File: config.mk
export PLATFORM = sky130hd
export DESIGN_NAME = flash_status_poller
export DESIGN_NICKNAME = d
export VERILOG_FILES = /design/src/rtl/fsp_pkg.sv /design/src/rtl/fsp_word_eval.sv /design/src/rtl/fsp_poll_count.sv /design/src/rtl/flash_status_poller.sv
export SDC_FILE = /design/constraint.sdc
export NUM_CORES = 1
export LEC_CHECK = 0
export BUFFER_PORTS_ARGS = -buffer_cell sky130_fd_sc_hd__buf_2
export CORE_MARGIN = 2
export CORE_UTILIZATION = 40
export CTS_BUF_LIST = sky130_fd_sc_hd__clkbuf_4
export DETAILED_ROUTE_END_ITERATION = 10
export PLACE_DENSITY = 0.65
export SLEW_MARGIN = 15
export SYNTH_ARGS = -nofsm -noshare
export SYNTH_HDL_FRONTEND = slang
export SYNTH_SLANG_ARGS = --single-unit
File: constraint.sdc
create_clock -name clk -period 2.35 [get_ports clk]
set_input_delay 0.1175 -clock clk [delete_from_list [all_inputs] [get_ports clk]]
set_output_delay 0.1175 -clock clk [all_outputs]
set_load 0.005 [all_outputs]
File: src/rtl/fsp_pkg.sv
package fsp_pkg;

    typedef enum logic [1:0] {
        RES_BUSY = 2'b00,
        RES_PASS = 2'b01,
        RES_FAIL = 2'b10,
        RES_TMO  = 2'b11
    } res_e;

    typedef enum logic [1:0] {
        PH_IDLE,
        PH_POLL,
        PH_RCHK_A,
        PH_RCHK_B
    } phase_e;

    localparam int unsigned BIT_DATA  = 7;
    localparam int unsigned BIT_TOG   = 6;
    localparam int unsigned BIT_LIMIT = 5;
    localparam int unsigned BIT_WIN   = 3;
    localparam int unsigned BIT_ALT   = 2;

endpackage

File: src/rtl/fsp_word_eval.sv
module fsp_word_eval (
    input  logic       dq7_i,
    input  logic       dq6_i,
    input  logic       dq5_i,
    input  logic       dq2_i,
    input  logic [1:0] prev_i,      // {bit6, bit2} of the previous read
    input  logic       have_prev_i,
    input  logic       toggle_i,
    input  logic       exp7_i,
    output logic       settled_o,
    output logic       limit_o,
    output logic       alt_o
);
    logic tog_same;
    logic dat_same;

    always_comb begin
        tog_same  = have_prev_i && (dq6_i == prev_i[1]);
        dat_same  = (dq7_i == exp7_i);
        settled_o = toggle_i ? tog_same : dat_same;
        limit_o   = dq5_i;
        alt_o     = dq2_i ^ prev_i[0];
    end
endmodule

File: src/rtl/fsp_poll_count.sv
module fsp_poll_count #(
    parameter int unsigned LIMIT = 1024
) (
    input  logic clk,
    input  logic rst_n,
    input  logic clear_i,
    input  logic step_i,
    output logic last_o
);
    localparam int unsigned CW = (LIMIT > 1) ? $clog2(LIMIT) : 1;

    logic [CW-1:0] cnt_d, cnt_q;

    always_comb begin
        cnt_d = cnt_q;
        if (clear_i)
            cnt_d = '0;
        else if (step_i)
            cnt_d = cnt_q + CW'(1);
    end

    always_ff @(posedge clk) begin
        if (!rst_n)
            cnt_q <= '0;
        else
            cnt_q <= cnt_d;
    end

    assign last_o = (cnt_q == CW'(LIMIT - 1));
endmodule

File: src/rtl/flash_status_poller.sv
module flash_status_poller
    import fsp_pkg::*;
#(
    parameter int unsigned ADDR_W    = 22,
    parameter int unsigned MAX_POLLS = 1024
) (
    input  logic              clk,
    input  logic              rst_n,
    input  logic              start_i,
    input  logic              mode_i,
    input  logic [7:0]        exp_i,
    input  logic [ADDR_W-1:0] addr_i,
    output logic              rd_req_o,
    output logic [ADDR_W-1:0] rd_addr_o,
    input  logic              rd_ack_i,
    input  logic [7:0]        rd_data_i,
    output logic              busy_o,
    output logic              done_o,
    output logic [1:0]        result_o,
    output logic              suspended_o,
    output logic              erase_begun_o
);
    typedef struct packed {
        phase_e            phase;
        logic              mode;
        logic              exp7;
        logic [ADDR_W-1:0] addr;
        logic [1:0]        prev;
        logic              have_prev;
        res_e              result;
        logic              susp;
        logic              win;
        logic              done;
    } st_t;

    st_t st_d, st_q;

    logic settled, limit, alt, last;
    logic cnt_clear, cnt_step;
    logic unused_bits;

    assign unused_bits = ^{rd_data_i[4], rd_data_i[1:0], exp_i[6:0]};

    fsp_word_eval u_eval (
        .dq7_i       (rd_data_i[BIT_DATA]),
        .dq6_i       (rd_data_i[BIT_TOG]),
        .dq5_i       (rd_data_i[BIT_LIMIT]),
        .dq2_i       (rd_data_i[BIT_ALT]),
        .prev_i      (st_q.prev),
        .have_prev_i (st_q.have_prev),
        .toggle_i    (st_q.mode),
        .exp7_i      (st_q.exp7),
        .settled_o   (settled),
        .limit_o     (limit),
        .alt_o       (alt)
    );

    fsp_poll_count #(.LIMIT(MAX_POLLS)) u_cnt (
        .clk     (clk),
        .rst_n   (rst_n),
        .clear_i (cnt_clear),
        .step_i  (cnt_step),
        .last_o  (last)
    );

    always_comb begin
        st_d      = st_q;
        st_d.done = 1'b0;
        cnt_clear = 1'b0;
        cnt_step  = 1'b0;

        if (st_q.phase == PH_IDLE) begin
            if (start_i) begin
                st_d.phase     = PH_POLL;
                st_d.mode      = mode_i;
                st_d.exp7      = exp_i[BIT_DATA];
                st_d.addr      = addr_i;
                st_d.have_prev = 1'b0;
                st_d.result    = RES_BUSY;
                st_d.susp      = 1'b0;
                st_d.win       = 1'b0;
                cnt_clear      = 1'b1;
            end
        end else if (rd_ack_i) begin
            st_d.prev      = {rd_data_i[BIT_TOG], rd_data_i[BIT_ALT]};
            st_d.have_prev = 1'b1;
            st_d.win       = rd_data_i[BIT_WIN];

            unique case (st_q.phase)
                PH_POLL: begin
                    if (settled) begin
                        st_d.phase  = PH_IDLE;
                        st_d.result = RES_PASS;
                        st_d.susp   = st_q.mode & alt;
                        st_d.done   = 1'b1;
                    end else if (limit) begin
                        st_d.phase = PH_RCHK_A;
                    end else if (last) begin
                        st_d.phase  = PH_IDLE;
                        st_d.result = RES_TMO;
                        st_d.done   = 1'b1;
                    end else begin
                        cnt_step = 1'b1;
                    end
                end
                PH_RCHK_A: begin
                    if (!st_q.mode) begin
                        st_d.phase  = PH_IDLE;
                        st_d.result = settled ? RES_PASS : RES_FAIL;
                        st_d.done   = 1'b1;
                    end else begin
                        st_d.phase = PH_RCHK_B;
                    end
                end
                PH_RCHK_B: begin
                    st_d.phase  = PH_IDLE;
                    st_d.result = settled ? RES_PASS : RES_FAIL;
                    st_d.susp   = settled & alt;
                    st_d.done   = 1'b1;
                end
                default: st_d.phase = PH_IDLE;
            endcase
        end
    end

    always_ff @(posedge clk) begin
        if (!rst_n) begin
            st_q.phase     <= PH_IDLE;
            st_q.mode      <= 1'b0;
            st_q.exp7      <= 1'b0;
            st_q.addr      <= '0;
            st_q.prev      <= '0;
            st_q.have_prev <= 1'b0;
            st_q.result    <= RES_BUSY;
            st_q.susp      <= 1'b0;
            st_q.win       <= 1'b0;
            st_q.done      <= 1'b0;
        end else begin
            st_q <= st_d;
        end
    end

    assign rd_req_o      = (st_q.phase != PH_IDLE);
    assign busy_o        = (st_q.phase != PH_IDLE);
    assign rd_addr_o     = st_q.addr;
    assign done_o        = st_q.done;
    assign result_o      = st_q.result;
    assign suspended_o   = st_q.susp;
    assign erase_begun_o = st_q.win;
endmodule

Yosys cells after proc, flatten, opt, wreduce, memory -nomap -nowiden
Cells that the tools add are included.
Widths: inputs -> output; s select.

operators by class
  divide/modulo/power cells = 0
  $mul = 0
  equal/unequal tests = 12
  reduce and logical (&&, ||, !) cells = 14
  $add $sub $neg = 1
  bitwise operators = 6
  shift-type cells = 0
  order comparisons = 0
  mux-type cells = 33

operators with widths
  kind                   count
  $mux 26                1
  $mux 2                 11
  $mux 1                 14
  $add 10x1->10 const B  1
  $eq 10x10->1 const B   1
  $mux 5                 2
  $ne 4x4->1 const B     2
  $mux 6                 1
  $ne 3x3->1 const B     2
  $pmux 2 s3             1
  $reduce_and 2->1       3
  $reduce_and 6->1       1
  $ne 5x5->1 const B     1
  $eq 2x2->1 const B     2
  $pmux 2 s2             1
  $reduce_and 4->1       1
  $reduce_bool 2->1      2
  $reduce_bool 4->1      1
  $not 1->1              3
  $pmux 1 s3             1
  $reduce_and 3->1       1
  $reduce_bool 3->1      1
  $reduce_or 3->1        1
  $and 1x1->1            2
  other kinds (8)        9

word-level totals
  latch bits = 0
  input port bits = 43
  ROM bits = 0
  register bits after elaboration = 44
  output and inout bits = 29
  memories kept = 0
  RAM bits = 0
  word-level logic and storage cells = 77

Longest topological paths before layout
Gate-level depths: netlist of run 1.

  depth in word-level cells = 8
  mapped depth = 8
  gate-level depth less buffers = 7

Hierarchy
A second synthesis of run 1 with hierarchy kept.

unflattened totals
  cell total of the unflattened synthesis = 260
  area total of the unflattened synthesis = 2175.8 um2

by module, submodules not included
  module               area each (um2)  times used  seq. area each (um2)  cells an instance
  flash_status_poller  1667.8           1           680.7                 201
  fsp_poll_count       464.2            1           200.2                 53
  fsp_word_eval        43.8             1           0.0                   6

Least setup slack after synthesis of run 1
No wires, ideal clock.

  path kind = reg-to-reg
  start point = register st_q[32] (netlist name)
  end point = register u_cnt.cnt_q[7]
  data required time = 2234 ps
  buffers on the path = 0
  clock period less this slack = 1798 ps
  slack = 552 ps
  setup time = 116 ps
  stages on the path, launching flop included = 8
  arrival time = 1683 ps
  path through = dfxtp_1 inv_1 ha_1 nor4bb_1 nand3_1 nor4_4 a21oi_1 a31o_1

between the ends
  longest elaborated chain between the ends = 4
  elaborated cells on any way between the ends = 7
  classes of those cells = eq/ne: 1; mux: 4; reduce/logical: 2

RTL lines
  what                    line                        text
  from (decl)             flash_status_poller.sv:36   st_t st_d, st_q;
  from (signal assigned)  flash_status_poller.sv:139  st_q <= st_d;
  $eq 2x1->1              flash_status_poller.sv:89   unique case (st_q.phase)
  $mux 1                  flash_status_poller.sv:89
  $mux 1                  flash_status_poller.sv:84   end else if (rd_ack_i) begin
  $mux 1                  flash_status_poller.sv:72   if (st_q.phase == PH_IDLE) begin
  to (signal assigned)    fsp_poll_count.sv:26        cnt_q <= cnt_d;
  to (decl)               fsp_poll_count.sv:12        logic [CW-1:0] cnt_d, cnt_q;

Parallel ways exist; a longest one is shown, timed or not.
A chain may end at the register's enable or synchronous reset.

Worst setup path in the final report of run 1
Ends and elaborated chain as after synthesis.

==> results of run 1 <==
-- power by group through the flow --
stage	Sequential [W]	Clock [W]	Combinational, W
finish	0.000794	0.000476	0.000220
global route	0.000798	0.000517	0.000248
CTS	0.000794	0.000486	0.000220
detailed placement	0.000811	0	0.000198
global placement	0.000810	0	0.000194
floorplan	0.000806	0	0.000152
-- layout make-up --
type,count,area [µm²]
timing repair buffer,83,515
sequential,44,881
inverter,8,30.0
clock buffer,6,45.0
fill,537,2780
multi-input combinational,173,1060
clock inverter,2,35.0
tap,72,90.1
-- stage by stage --
step | hold WS [ns] | power, W | setup slack [ns]
floorplan | 0.262 | 0.000958 | 0.552
global placement | 0.366 | 0.00100 | 0.343
detailed placement | 0.376 | 0.00101 | 0.344
CTS | 0.00261 | 0.00150 | 0.319
global route | 0.0000125 | 0.00156 | 0.0776
finish | 0.00523 | 0.00149 | 0.312
-- cell families after synthesis --
group                    after synthesis  share of synthesized area, %
AO/OA/AOI/OAI                         47                          15.3
flip-flops                            44                          39.8
buffers and inverters                 45                          12.4
multiplexers                           4                          1.81
XOR/XNOR                              10                          3.96
AND/OR/NAND/NOR                      107                          23.9
adder cells (fa/ha/maj)                5                          2.83
-- worst register-to-register path, stage by stage (launching register included) --
cell	delay (ns)
dfxtp_1	0.38
inv_1	0.09
ha_1	0.28
nor4bb_1	0.40
nand3_1	0.23
nor4_4	0.27
a21oi_1	0.11
a31o_1	0.19
-- repair_timing --
item | 4_1_cts | 5_1_grt
hold endpoints to repair | 17 | 1
endpoints found under the setup margin | 0 | 0
hold buffers | 17 | 1
-- synthesized netlist by cell type, drive strengths merged (2+ instances only) --
library cell / instances / share of area (%)
xor2: 3 / 1.2
nand4: 2 / 0.57
a21boi: 27 / 9.2
nor2b: 2 / 0.57
o31ai: 2 / 0.68
xnor2: 7 / 2.8
or3: 2 / 0.57
nand3: 8 / 1.8
inv: 8 / 1.4
o21ai: 2 / 0.45
dfxtp: 44 / 40
clkbuf: 7 / 1.2
o22ai: 2 / 0.57
a21oi: 8 / 1.8
nor4: 6 / 3.3
nand2: 65 / 11
buf: 30 / 9.9
mux2i: 4 / 1.8
ha: 5 / 2.8
nor3: 3 / 1.4
a31o: 2 / 0.79
nor2: 13 / 2.2
-- per-layer routing --
layer  vias up  track usage [%]  routed length [µm]
met4         0             5.26                  68
met3         7             3.91                 203
met5         -                0                   0
li1        957                -                   -
met2        32             27.5                2200
met1       809             19.4                2080
-- state kept, by name, summed over array words and instances, names as in the netlist --
name	cells
rd_addr_o	22
u_cnt.cnt_q	10
st_q	7
result_o	2
done_o	1
erase_begun_o	1
suspended_o	1
-- path summary, 6_finish.rpt --
check                                 endpoint          start  cells past startpoint  slack, ns
worst max-delay path            u_cnt.cnt_q[7]       st_q[32]                      7       0.31
worst min-delay path              rd_addr_o[7]      addr_i[7]                      3      0.005
worst max register to register  u_cnt.cnt_q[7]       st_q[32]                      7       0.31
worst min register to register   rd_addr_o[11]  rd_addr_o[11]                      2       0.47
==> flow_summary_export.csv, run 1 <==
group,metric,value,unit
clock_tree,worstSkewPairLatency,0.35,ns
setup_path,crit_path_max_fanout,7,
sta,relSlewSlack,50.5,%
power_and_ir_drop,clkPwrFrac,31.9,%
clock_tree,cts_buffers,5,
power_and_ir_drop,comb_power_share,14.8,%
global_route,track_usage,15.9,%
clock_tree,path_clk_slew,0.13,ns
placement,gp_congestion,0.802,
placement,io_buffer_count,61,
finish,finalNonFillerCells,388,
logic_synthesis,async_flop_share,0,%
sta,rsz0062_at_grt,"false",
floorplanning,ioPinCount,72,
power_and_ir_drop,p_int,0.00112,W
logic_synthesis,synth_edf_count,0,
detailed_routing,drc_errors,0,
job,cap_violations,0,
clock_tree,h-tree-depth,2,
floorplanning,start_util,40.7,%
setup_path,path_cells,"inv_1 > ha_1 > nor4bb_1 > nand3_1 > nor4_4 > a21oi_1 > a31o_1",
placement,placed_cells,362,
logic_synthesis,synthFlopType,"dfxtp_1",
power_and_ir_drop,p_leak,1.14,nW
floorplanning,die_width,78.4,µm
power_and_ir_drop,switchingPower,0.000374,W
placement,dp_hpwl,3.22,mm
detailed_routing,ant_nets,0,
outcome,status,"complete, no violations",
power_and_ir_drop,seqPwrFrac,53.3,%
finish,layout_commonest_cell,"nand2_1",
setup_path,slowest_stage,"nor4bb_1",
worst_hold_path,hold_class,"in -> reg",
detailed_routing,vias,1805,
setup_path,crit_path_start_kind,"register",
setup_path,crit_type,"reg -> reg",
floorplanning,rows,27,
finish,fin_nets,363,
logic_synthesis,yosys_register_bits,44,
power_and_ir_drop,p_per_area,561,mW/mm²
sta,fmax,491,MHz
global_route,grt_pass1_vias,1720,
clock_tree,post_cts_buffers,0,
logic_synthesis,synth_seq_area_share,39.8,%
sta,fin_crit_sh,86.7,%
setup_path,cp_top_family,"simple AND/OR/NAND/NOR gates",
logic_synthesis,yosysWarningCount,0,
logic_synthesis,avgSynthCellArea,8.44,µm²
setup_path,cpPeakStageDelay,0.40,ns
finish,area_growth_syn_to_layout,20.0,%
clock_tree,cts_root_buf,"clkbuf_4",
logic_synthesis,ys_types,38,
finish,stdcell_area,0.00266,mm²
clock_tree,cts_tree,"built",
finish,layout_common_cells,"nand2_1, buf_2, dfxtp_1",
setup_path,end_kind,"register",
power_and_ir_drop,ir_drop,468,µV
global_route,antenna_found_initial,0,
sta,setup_violations,0,
sta,clock-skew-final,0.00562,ns
clock_tree,clockBufferDepth,2,
global_route,grt_overflow,0,
detailed_routing,vias_per_cell,4.65,
floorplanning,die_y,78.4,µm
finish,drive_gt1_share,25.9,%
setup_path,cp_data_required_time,2.61,ns
detailed_routing,wl_per_cell,11.7,µm
sta,tns,0,ns
sta,finalMaxSlewViolations,0,
finish,fin_util,48.8,%
sta,period_minus_slack,2.04,ns
global_route,grt_max_degree,26,
detailed_routing,dr.pass1.iters,4,
sta,hold_viol_final,0,
setup_path,path_buf_inv,1,
floorplanning,coreArea,0.00544,mm²
logic_synthesis,syn_inst,262,
clock_tree,cts_num_sinks,44,
finish,antenna_cells,0,
logic_synthesis,synthesis.nets,310,
floorplanning,die-area,0.00614,mm²
logic_synthesis,syn_area,0.00221,mm²
setup_path,cp_data_arrival_time,2.30,ns
detailed_routing,finalWirelength,4.55,mm
sta,worst_pin_slew,0.742,ns
power_and_ir_drop,switching_share,25.1,%
placement,placed_area,0.00239,mm²
clock_tree,cts-resized-gates,0,
detailed_routing,first_iter_violations,90,
global_route,grt_first_pass_wirelength,7.80,mm
Note: power is estimated with default switching activity, not from simulation.
==> inputs of run 2 (changes only) <==
CAP_MARGIN = 20   (was not set)
PLACE_DENSITY = 0.68   (was 0.65)
clock period = 1.6 ns   (was 2.35 ns; I/O delays follow)
==> run 2 against run 1 <==
  * The flow now finishes with violations (setup timing)
  * Wire length is 27% higher
  * Sequential share of layout area is 5.4 points lower
  * Power is 45% higher
  * Hold slack better by 0.11 ns
  * Sequential power is 47% higher
  * Utilization is 9.9 points higher
  * Die area stayed put
  * Clock-buffer cell count is 1 lower
  * Flip-flop and latch count stayed put
  * Maximum frequency is 15% higher
  * Largest cell class unchanged
==> flow_summary_export.csv, run 2 (synthesis gave the netlist of run 1 again) <==
group,metric,value,unit
setup_path,crit_type,"reg -> reg",
placement,io_buffer_count,61,
worst_hold_path,hold_class,"in -> reg",
setup_path,crit_path_start_kind,"register",
sta,finalMaxSlewViolations,0,
setup_path,path_buf_inv,2,
global_route,antenna_found_initial,0,
finish,nFillCells,469,
detailed_routing,vias,2070,
clock_tree,clockBufferDepth,2,
detailed_routing,wl_per_cell,13.4,µm
power_and_ir_drop,p_per_area,676,mW/mm²
sta,setup_violations,8,
floorplanning,start_util,40.7,%
job,cap_violations,0,
setup_path,slowest_stage,"or4_4",
global_route,track_usage,18.7,%
detailed_routing,dr.pass1.iters,4,
finish,drive_gt1_share,39.6,%
global_route,grt_overflow,0,
setup_path,path_cells,"inv_2 > ha_4 > buf_4 > nand2b_4 > or4_4 > xor2_1 > nor2_1",
floorplanning,rows,27,
finish,layout_commonest_cell,"nand2_1",
setup_path,end_kind,"register",
sta,hold_viol_final,0,
sta,worst_pin_slew,0.325,ns
power_and_ir_drop,ir_drop,350,µV
sta,clock-skew-final,0.00830,ns
clock_tree,cts_num_sinks,44,
sta,setup_ws,-0.170,ns
outcome,status,"finished with violations",
clock_tree,path_clk_slew,0.13,ns
clock_tree,h-tree-depth,2,
clock_tree,cts_buffers,5,
detailed_routing,first_iter_violations,68,
setup_path,cp_data_arrival_time,2.03,ns
global_route,grt_max_degree,23,
detailed_routing,ant_nets,0,
detailed_routing,vias_per_cell,4.80,
sta,fmax,565,MHz
floorplanning,coreArea,0.00544,mm²
sta,relSlewSlack,78.3,%
floorplanning,ioPinCount,72,
floorplanning,die-area,0.00614,mm²
detailed_routing,finalWirelength,5.78,mm
placement,dp_hpwl,3.68,mm
clock_tree,cts_root_buf,"clkbuf_4",
setup_path,cpPeakStageDelay,0.56,ns
floorplanning,die_width,78.4,µm
sta,fin_crit_sh,111,%
finish,antenna_cells,0,
power_and_ir_drop,p_leak,1.38,nW
finish,fin_util,58.7,%
setup_path,crit_path_max_fanout,6,
detailed_routing,drc_errors,0,
clock_tree,cts_tree,"built",
finish,fin_nets,407,
sta,tns,-0.813,ns
finish,largest_reg_flops,22,
placement,gp_congestion,0.897,
floorplanning,die_y,78.4,µm
sta,period_minus_slack,1.77,ns
outcome,violations,"setup timing",
setup_path,cp_top_family,"simple AND/OR/NAND/NOR gates",
finish,area_growth_syn_to_layout,44.3,%
power_and_ir_drop,finalPower,0.00216,W
setup_path,cp_data_required_time,1.86,ns
finish,layout_common_cells,"nand2_1, buf_2, dfxtp_1",
clock_tree,worstSkewPairLatency,0.36,ns
global_route,grt_first_pass_wirelength,9.07,mm
sta,rsz0062_at_grt,"true",
global_route,grt_pass1_vias,2034,
run 2: changes by cell type in the layout (fill, tap and decap cells not counted), sizes merged:
cell,previous run,this run
clkinvlp,0,1
dlygate4sd3,18,27
clkbuf,6,5
buf,65,100
bufinv,1,0
run 2: where the power goes:
group,internal (W),switching [W]
clock,0.000161,0.000366
combinational,0.000241,0.000220
sequential,0.00114,0.0000257
total,0.00154,0.000613
run 2: worst paths after layout:
kind	start	to	slack [ns]	depth (start not counted)
setup / recovery	st_q[33]	u_cnt.cnt_q[0]	-0.17	7
hold / removal	rst_n	st_q[32]	0.12	2
setup reg to reg	st_q[33]	u_cnt.cnt_q[0]	-0.17	7
hold reg to reg	rd_addr_o[15]	rd_addr_o[15]	0.47	2
run 2: final cells by class:
| class | count | area (µm²) | area share [%] |
|---|---|---|---|
| clock buffer | 5 | 37.5 | 1.18 |
| clock inverter | 2 | 12.5 | 0.392 |
| inverter | 8 | 30.0 | 0.940 |
| multi-input combinational | 173 | 1250 | 39.1 |
| sequential | 44 | 886 | 27.7 |
| tap | 72 | 90.1 | 2.82 |
| timing repair buffer | 127 | 888 | 27.8 |
run 2: what timing repair did:
item / in CTS / in global routing
endpoints found under the setup margin: 13 / 38
endpoints found under the hold margin: 27 / 0
hold buffers: 27 / 0
resized for setup: 19 / 18
buffers inserted: 1 / 5
cloned: 0 / 0
pin swaps: 5 / 8
run 2: layer usage:
metal | vias up | global-route usage, % | wire length, µm
li1 | 1042 | - | -
met1 | 979 | 21.1 | 2430
met2 | 42 | 34.4 | 3080
met3 | 7 | 4.02 | 178
met4 | 0 | 6.84 | 85
met5 | - | 0 | 0
run 2: worst reg2reg max path: stages (launching register included):
cell and delay [ns]:
dfxtp_2 0.36, inv_2 0.06, ha_4 0.16, buf_4 0.16, nand2b_4 0.14, or4_4 0.56, xor2_1 0.18, nor2_1 0.05
run 2: per-stage QoR:
stage	worst slack, ns	hold slack, ns	instance area [µm²]	std cells
floorplan	-0.171	0.225	2230	262
global placement	-0.134	0.329	2630	391
detailed placement	-0.218	0.339	2630	391
CTS	-0.124	0.0938	3070	426
global route	-0.225	0.103	3190	431
finish	-0.170	0.120	3190	431
